==> config.mk <==
export PLATFORM = sky130hd
export DESIGN_NAME = code_buffer
export DESIGN_NICKNAME = d
export VERILOG_FILES = /design/src/rtl/cbuf_pkg.sv /design/src/rtl/cbuf_store.sv /design/src/rtl/cbuf_port.sv /design/src/rtl/cbuf_status.sv /design/src/rtl/code_buffer.sv
export SDC_FILE = /design/constraint.sdc
export NUM_CORES = 1
export LEC_CHECK = 0
export BUFFER_PORTS_ARGS = -buffer_cell sky130_fd_sc_hd__buf_2
export CAP_MARGIN = 10
export CORE_ASPECT_RATIO = 1.1
export CORE_UTILIZATION = 50
export CTS_BUF_LIST = sky130_fd_sc_hd__clkbuf_8
export DETAILED_ROUTE_END_ITERATION = 16
export GPL_ROUTABILITY_DRIVEN = 0
export HOLD_SLACK_MARGIN = 0.06
export PLACE_DENSITY_LB_ADDON = 0.3
export SLEW_MARGIN = 5
export SYNTH_ARGS = -nofsm -noshare
export SYNTH_HDL_FRONTEND = slang
export SYNTH_SLANG_ARGS = --single-unit
==> constraint.sdc <==
create_clock -name clk -period 9.7 [get_ports clk]
set_input_delay 2.425 -clock clk [delete_from_list [all_inputs] [get_ports clk]]
set_output_delay 2.425 -clock clk [all_outputs]
set_load 0.005 [all_outputs]
==> src/rtl/cbuf_pkg.sv <==
package cbuf_pkg;

    typedef struct packed {
        logic wide;   // two bytes per bus transfer
        logic swap;   // earlier byte on the upper half
    } bus_fmt_t;

    function automatic bus_fmt_t decode_fmt(input logic code16,
                                            input logic endian,
                                            input logic master);
        bus_fmt_t f;
        f.wide = code16 & ~master;
        f.swap = code16 & ~master & endian;
        return f;
    endfunction

endpackage

==> src/rtl/cbuf_store.sv <==
module cbuf_store #(
    parameter int DEPTH = 16,
    localparam int PW = $clog2(DEPTH),
    localparam int CW = PW + 1
) (
    input  logic          clk,
    input  logic          rst_n,
    input  logic [1:0]    push_cnt,
    input  logic [7:0]    push_b0,
    input  logic [7:0]    push_b1,
    input  logic [1:0]    pop_cnt,
    output logic [7:0]    head0,
    output logic [7:0]    head1,
    output logic [CW-1:0] occ
);

    typedef struct packed {
        logic [PW-1:0] wr;
        logic [PW-1:0] rd;
        logic [CW-1:0] cnt;
    } ptr_t;

    ptr_t st_d, st_q;
    logic [7:0] mem_q [DEPTH];
    logic [PW-1:0] wr_nx, rd_nx;

    always_comb begin
        st_d     = st_q;
        st_d.wr  = st_q.wr + PW'(push_cnt);
        st_d.rd  = st_q.rd + PW'(pop_cnt);
        st_d.cnt = st_q.cnt + CW'(push_cnt) - CW'(pop_cnt);
    end

    always_ff @(posedge clk) begin
        if (!rst_n) st_q <= '0;
        else        st_q <= st_d;
    end

    assign wr_nx = st_q.wr + PW'(1);
    assign rd_nx = st_q.rd + PW'(1);

    always_ff @(posedge clk) begin
        if (push_cnt != 2'd0) mem_q[st_q.wr] <= push_b0;
        if (push_cnt == 2'd2) mem_q[wr_nx]   <= push_b1;
    end

    assign head0 = mem_q[st_q.rd];
    assign head1 = mem_q[rd_nx];
    assign occ   = st_q.cnt;

endmodule

==> src/rtl/cbuf_port.sv <==
module cbuf_port
    import cbuf_pkg::*;
#(
    parameter int DEPTH = 16,
    localparam int CW = $clog2(DEPTH) + 1
) (
    input  logic          cfg_compress,
    input  logic          cfg_code16,
    input  logic          cfg_endian,
    input  logic          cfg_master,
    input  logic          eng_wr_valid,
    input  logic [7:0]    eng_wr_data,
    input  logic          eng_rd_req,
    input  logic          bus_req,
    input  logic [15:0]   bus_wdata,
    input  logic [CW-1:0] occ,
    input  logic [7:0]    head0,
    input  logic [7:0]    head1,
    output logic          eng_wr_ok,
    output logic          eng_rd_ok,
    output logic          bus_ack,
    output logic [1:0]    push_cnt,
    output logic [1:0]    pop_cnt,
    output logic [7:0]    push_b0,
    output logic [7:0]    push_b1,
    output logic [15:0]   bus_rdata,
    output logic [7:0]    eng_rd_data
);

    localparam logic [CW-1:0] CAP = CW'(DEPTH);

    bus_fmt_t      fmt;
    logic [CW-1:0] unit;
    logic [CW-1:0] room;

    always_comb begin
        fmt  = decode_fmt(cfg_code16, cfg_endian, cfg_master);
        unit = fmt.wide ? CW'(2) : CW'(1);
        room = CAP - occ;

        eng_wr_ok   = 1'b0;
        eng_rd_ok   = 1'b0;
        bus_ack     = 1'b0;
        push_cnt    = 2'd0;
        pop_cnt     = 2'd0;
        push_b0     = 8'h00;
        push_b1     = 8'h00;
        bus_rdata   = 16'h0000;
        eng_rd_data = head0;

        if (cfg_compress) begin
            eng_wr_ok = eng_wr_valid && (room != '0);
            bus_ack   = bus_req && (occ >= unit);
            push_b0   = eng_wr_data;
            push_cnt  = eng_wr_ok ? 2'd1 : 2'd0;
            if (bus_ack) pop_cnt = fmt.wide ? 2'd2 : 2'd1;
            if (!fmt.wide)     bus_rdata = {8'h00, head0};
            else if (fmt.swap) bus_rdata = {head0, head1};
            else               bus_rdata = {head1, head0};
        end else begin
            bus_ack   = bus_req && (room >= unit);
            eng_rd_ok = eng_rd_req && (occ != '0);
            pop_cnt   = eng_rd_ok ? 2'd1 : 2'd0;
            if (bus_ack) push_cnt = fmt.wide ? 2'd2 : 2'd1;
            push_b0 = fmt.swap ? bus_wdata[15:8] : bus_wdata[7:0];
            push_b1 = fmt.swap ? bus_wdata[7:0]  : bus_wdata[15:8];
        end
    end

endmodule

==> src/rtl/cbuf_status.sv <==
module cbuf_status #(
    parameter int DEPTH = 16,
    localparam int CW = $clog2(DEPTH) + 1
) (
    input  logic          cfg_compress,
    input  logic          load_busy_in,
    input  logic [CW-1:0] occ,
    output logic [7:0]    status,
    output logic          busy
);

    localparam logic [CW-1:0] Q1  = CW'(DEPTH / 4);
    localparam logic [CW-1:0] Q2  = CW'(DEPTH / 2);
    localparam logic [CW-1:0] Q3  = CW'((3 * DEPTH) / 4);
    localparam logic [CW-1:0] CAP = CW'(DEPTH);

    logic [1:0] fill;

    always_comb begin
        if (occ >= Q3)      fill = 2'b11;
        else if (occ >= Q2) fill = 2'b10;
        else if (occ >= Q1) fill = 2'b01;
        else                fill = 2'b00;
        busy   = cfg_compress ? (occ == CAP) : (occ == '0);
        status = {load_busy_in, 4'b0000, busy, fill};
    end

endmodule

==> src/rtl/code_buffer.sv <==
module code_buffer #(
    parameter int DEPTH = 16
) (
    input  logic        clk,
    input  logic        rst_n,
    input  logic        cfg_compress,
    input  logic        cfg_code16,
    input  logic        cfg_endian,
    input  logic        cfg_master,
    input  logic        load_busy_in,
    input  logic        eng_wr_valid,
    input  logic [7:0]  eng_wr_data,
    output logic        eng_wr_ok,
    input  logic        eng_rd_req,
    output logic [7:0]  eng_rd_data,
    output logic        eng_rd_ok,
    input  logic        bus_req,
    input  logic [15:0] bus_wdata,
    output logic [15:0] bus_rdata,
    output logic        bus_ack,
    output logic [7:0]  status,
    output logic        busy_pin
);

    localparam int CW = $clog2(DEPTH) + 1;

    logic [1:0]    push_cnt, pop_cnt;
    logic [7:0]    push_b0, push_b1, head0, head1;
    logic [CW-1:0] occ_q;

    cbuf_store #(.DEPTH(DEPTH)) u_store (
        .clk      (clk),
        .rst_n    (rst_n),
        .push_cnt (push_cnt),
        .push_b0  (push_b0),
        .push_b1  (push_b1),
        .pop_cnt  (pop_cnt),
        .head0    (head0),
        .head1    (head1),
        .occ      (occ_q)
    );

    cbuf_port #(.DEPTH(DEPTH)) u_port (
        .cfg_compress (cfg_compress),
        .cfg_code16   (cfg_code16),
        .cfg_endian   (cfg_endian),
        .cfg_master   (cfg_master),
        .eng_wr_valid (eng_wr_valid),
        .eng_wr_data  (eng_wr_data),
        .eng_rd_req   (eng_rd_req),
        .bus_req      (bus_req),
        .bus_wdata    (bus_wdata),
        .occ          (occ_q),
        .head0        (head0),
        .head1        (head1),
        .eng_wr_ok    (eng_wr_ok),
        .eng_rd_ok    (eng_rd_ok),
        .bus_ack      (bus_ack),
        .push_cnt     (push_cnt),
        .pop_cnt      (pop_cnt),
        .push_b0      (push_b0),
        .push_b1      (push_b1),
        .bus_rdata    (bus_rdata),
        .eng_rd_data  (eng_rd_data)
    );

    cbuf_status #(.DEPTH(DEPTH)) u_status (
        .cfg_compress (cfg_compress),
        .load_busy_in (load_busy_in),
        .occ          (occ_q),
        .status       (status),
        .busy         (busy_pin)
    );

endmodule

==> run metrics <==
DR pass1 iterations 5; CP required 7.28 ns; register bit total from synthesis 141; first-pass GRT wire length just under 40000 um; Worst-Margin Slew about 1.0 ns; leak pwr 0.00459 uW; Final #Nets approximately 960; Post-synth EDFFs 128; status complete, no violations; clk slew on worst S/H paths 0.07 ns; RSZ-0062 raised after global routing no; routed len/inst around 22 um; Post-Syn Area approximately 0.0095 mm^2; layout cell share with drive strength beyond 1 between 20 and 25%; Placeable Area 0.0185 mm^2; Remaining Overflow, GRT 0; Final Hold Fails 0; startpoint type of the worst setup path primary input; Routed Wire Length between 20000 and 25000 um; Setup TNS 0 ns; Worst Setup End Kind primary output; Post-DRT Antenna Nets 0; Setup Skew 0.0113 ns; clock power share a little over a fifth; adder-cell share of the synthesized area under 10%; Iteration-0 DRC Markers approximately 570; row cnt 52; Final setup viols 0; Routed met2 length about 13000 um; GRT Total Usage between 20% and 30%; CTS Root Cell clkbuf_8; initial core utilization 51.3%; RR Endpoint u_store.occ[4]$_SDFF_PN0_; post-synthesis xor/xnor area fraction 0.828%; CTS HTree Levels 4; Final Max Slew Viols 0; max_slew headroom 30.2%; Post-CTS Resized 0; total power 2080 uW; clock latency on the worst-skew pair between 0.4 and 0.5 ns; Post-Syn Instances just under 900; Most used DFF post-synth edfxtp_1; Period minus WS final roughly 7.1 ns; Die W around 130 um; post-CTS setup repair buffer count 0; clk buf depth 2; CTS tree done; Die Ht 147 um; Worst Hold Launch u_store.occ[0]$_SDFF_PN0_; Sw Ratio approximately 37%; CTS Sinks around 140; Worst Hold Path EP u_store.occ[0]$_SDFF_PN0_; IO buf count 63; Async S/R FF share, synth 0%; die area roughly 0.020 mm^2; Reg power frac 36.9%; DRC viols 0; cell internal pwr 1310 uW; vias per cell around 6; Met1 Wirelength around 9900 um; vias in the first global route a little over 7000; PwrDens between 200 and 250 mW/mm^2; initial antenna violation count 0; period utilization between 70% and 80%; VDD IR max approximately 0.23 mV; IO Pins 70; Post-CTS Hold Buffers 0; Simple-Gate Fraction of Synth Area about an eighth; CP Max Fanout 8; r2r worst-path depth 14; Hold Path Class reg2reg; reg-to-reg slack, setup approximately 5.5 ns; met3 routed wirelength 1150 um; P_sw ~770 uW; yosys warns 0; Comb power frac 41.2%; WHS Path Cells 2; syn avg cell area 11.0 um^2; Synth cell types 50; area grow syn2layout 7.46%; # diodes 0; largest net degree at the start of global routing 42; reg2reg start u_store.occ[2]$_SDFF_PN0_; via count of the routed design a little over 7000; Crit Path Class in2out; TritonCTS Buffers 17; crit path DAT 4.65 ns; Synth Area in Compound Gates under 10%; dpl hpwl approximately 18000 um; multiplexer area fraction after synthesis between 20% and 30%; sequential-to-total area share from yosys stat between 40% and 50%; max_cap viols 0; top layer in use met4; largest family of logic cells by synthesized area multiplexers; fmax between 100 and 150 MHz
-- cell families (layout without fill, tap and decap cells) --
logic type / Yosys count / in the layout
mux: 209 / 209
simple gates: 232 / 232
compound gates: 148 / 148
xor+xnor: 9 / 9
buf+inv: 102 / 140
other cells: 1 / 4
fa+ha+maj: 26 / 26
flops: 141 / 141
-- state kept, by name, summed over array words and instances, names as in the netlist --
signal         count
u_store.mem_q    128
u_store.occ        5
u_store.st_q       8
-- how the worst max path moves through the flow --
| stage | start | to | slack, ns | cells past startpoint |
|---|---|---|---|---|
| 6_report | cfg_master | bus_ack | 2.62 | 9 |
| 5_1_grt | cfg_master | bus_ack | 2.50 | 9 |
| 4_1_cts | cfg_master | bus_ack | 2.61 | 9 |
| 3_5_place_dp | cfg_master | bus_ack | 2.61 | 9 |
| 3_3_place_gp | cfg_master | bus_ack | 2.76 | 9 |
| 2_1_floorplan | cfg_code16 | bus_ack | 3.35 | 8 |
-- cell usage after synthesis (12+ instances only) --
cell / instances / share of area, %
a21o_1: 12 / 0.95
a21oi_1: 28 / 1.5
a22o_1: 16 / 1.5
and2_1: 17 / 1.1
buf_2: 26 / 1.4
buf_4: 19 / 1.5
clkbuf_1: 22 / 0.87
dfxtp_1: 13 / 2.7
edfxtp_1: 128 / 40
ha_1: 21 / 2.8
inv_1: 16 / 0.63
mux2_2: 33 / 3.9
mux2i_1: 160 / 17
mux4_2: 16 / 3.8
nand2_1: 121 / 4.8
nand3_1: 44 / 2.3
o21ai_0: 38 / 2.0
-- metrics by stage --
stage | hold slack (ns) | std cells | util, % | cell area [um^2] | setup slack, ns
2_1_floorplan | 0.581 | 871 | - | 9530 | 3.35
3_3_place_gp | 0.630 | 1118 | 53.1 | 9850 | 2.76
3_5_place_dp | 0.638 | 1118 | 53.1 | 9850 | 2.61
4_1_cts | 0.658 | 1150 | 55.1 | 10200 | 2.61
5_1_grt | 0.694 | 1152 | 55.1 | 10200 | 2.50
6_report | 0.648 | 1152 | 55.1 | 10200 | 2.62
-- layout make-up --
| cell class | instances | area (um^2) |
|---|---|---|
| clock buffer | 17 | 234 |
| clock inverter | 15 | 133 |
| fill | 1623 | 8320 |
| inverter | 16 | 60.1 |
| multi-input combinational | 628 | 4860 |
| sequential | 141 | 4110 |
| tap | 243 | 304 |
| timing repair buffer | 92 | 531 |
-- power by group through the flow --
stage	sequential, uW	clock [uW]	combinational [uW]
global route	775	480	939
global placement	781	0	833
floorplan	752	0	640
CTS	769	457	854
finish	769	456	858
detailed placement	782	0	851
-- worst max-delay path, stage by stage --
cell and delay, ns:
buf_2 0.09, nor2b_1 0.46, inv_1 0.19, ha_1 0.33, or2b_2 0.31, maj3_1 0.38
o21ai_0 0.22, nand2_1 0.11, buf_2 0.14
-- layer usage --
layer | vias to the layer above | GRT usage (%)
met5 | - | 0
met4 | 0 | 15.9
met3 | 65 | 4.28
met2 | 215 | 45.9
met1 | 3554 | 31.3
li1 | 3261 | -
-- layout by cell type (no fill, tap or decap), types with 4 or more instances in the layout --
master	count
a22oi_1	9
nand2b_1	4
a21oi_1	28
a22o_1	16
a31oi_1	8
nand3_2	8
clkbuf_8	17
a221oi_1	8
mux4_2	16
mux2i_1	160
nor2b_1	6
o21ai_0	35
mux2_2	33
o21ai_1	11
inv_1	18
and2_1	17
buf_4	28
a21o_1	12
nand3_1	44
conb_1	4
edfxtp_1	128
nor2_1	9
o22ai_1	8
dfxtp_1	12
nand4_1	9
o211ai_1	9
clkinv_2	4
ha_1	21
fa_1	4
buf_2	64
nand2_1	121
No activity file was read; power rests on OpenSTA's default activity.
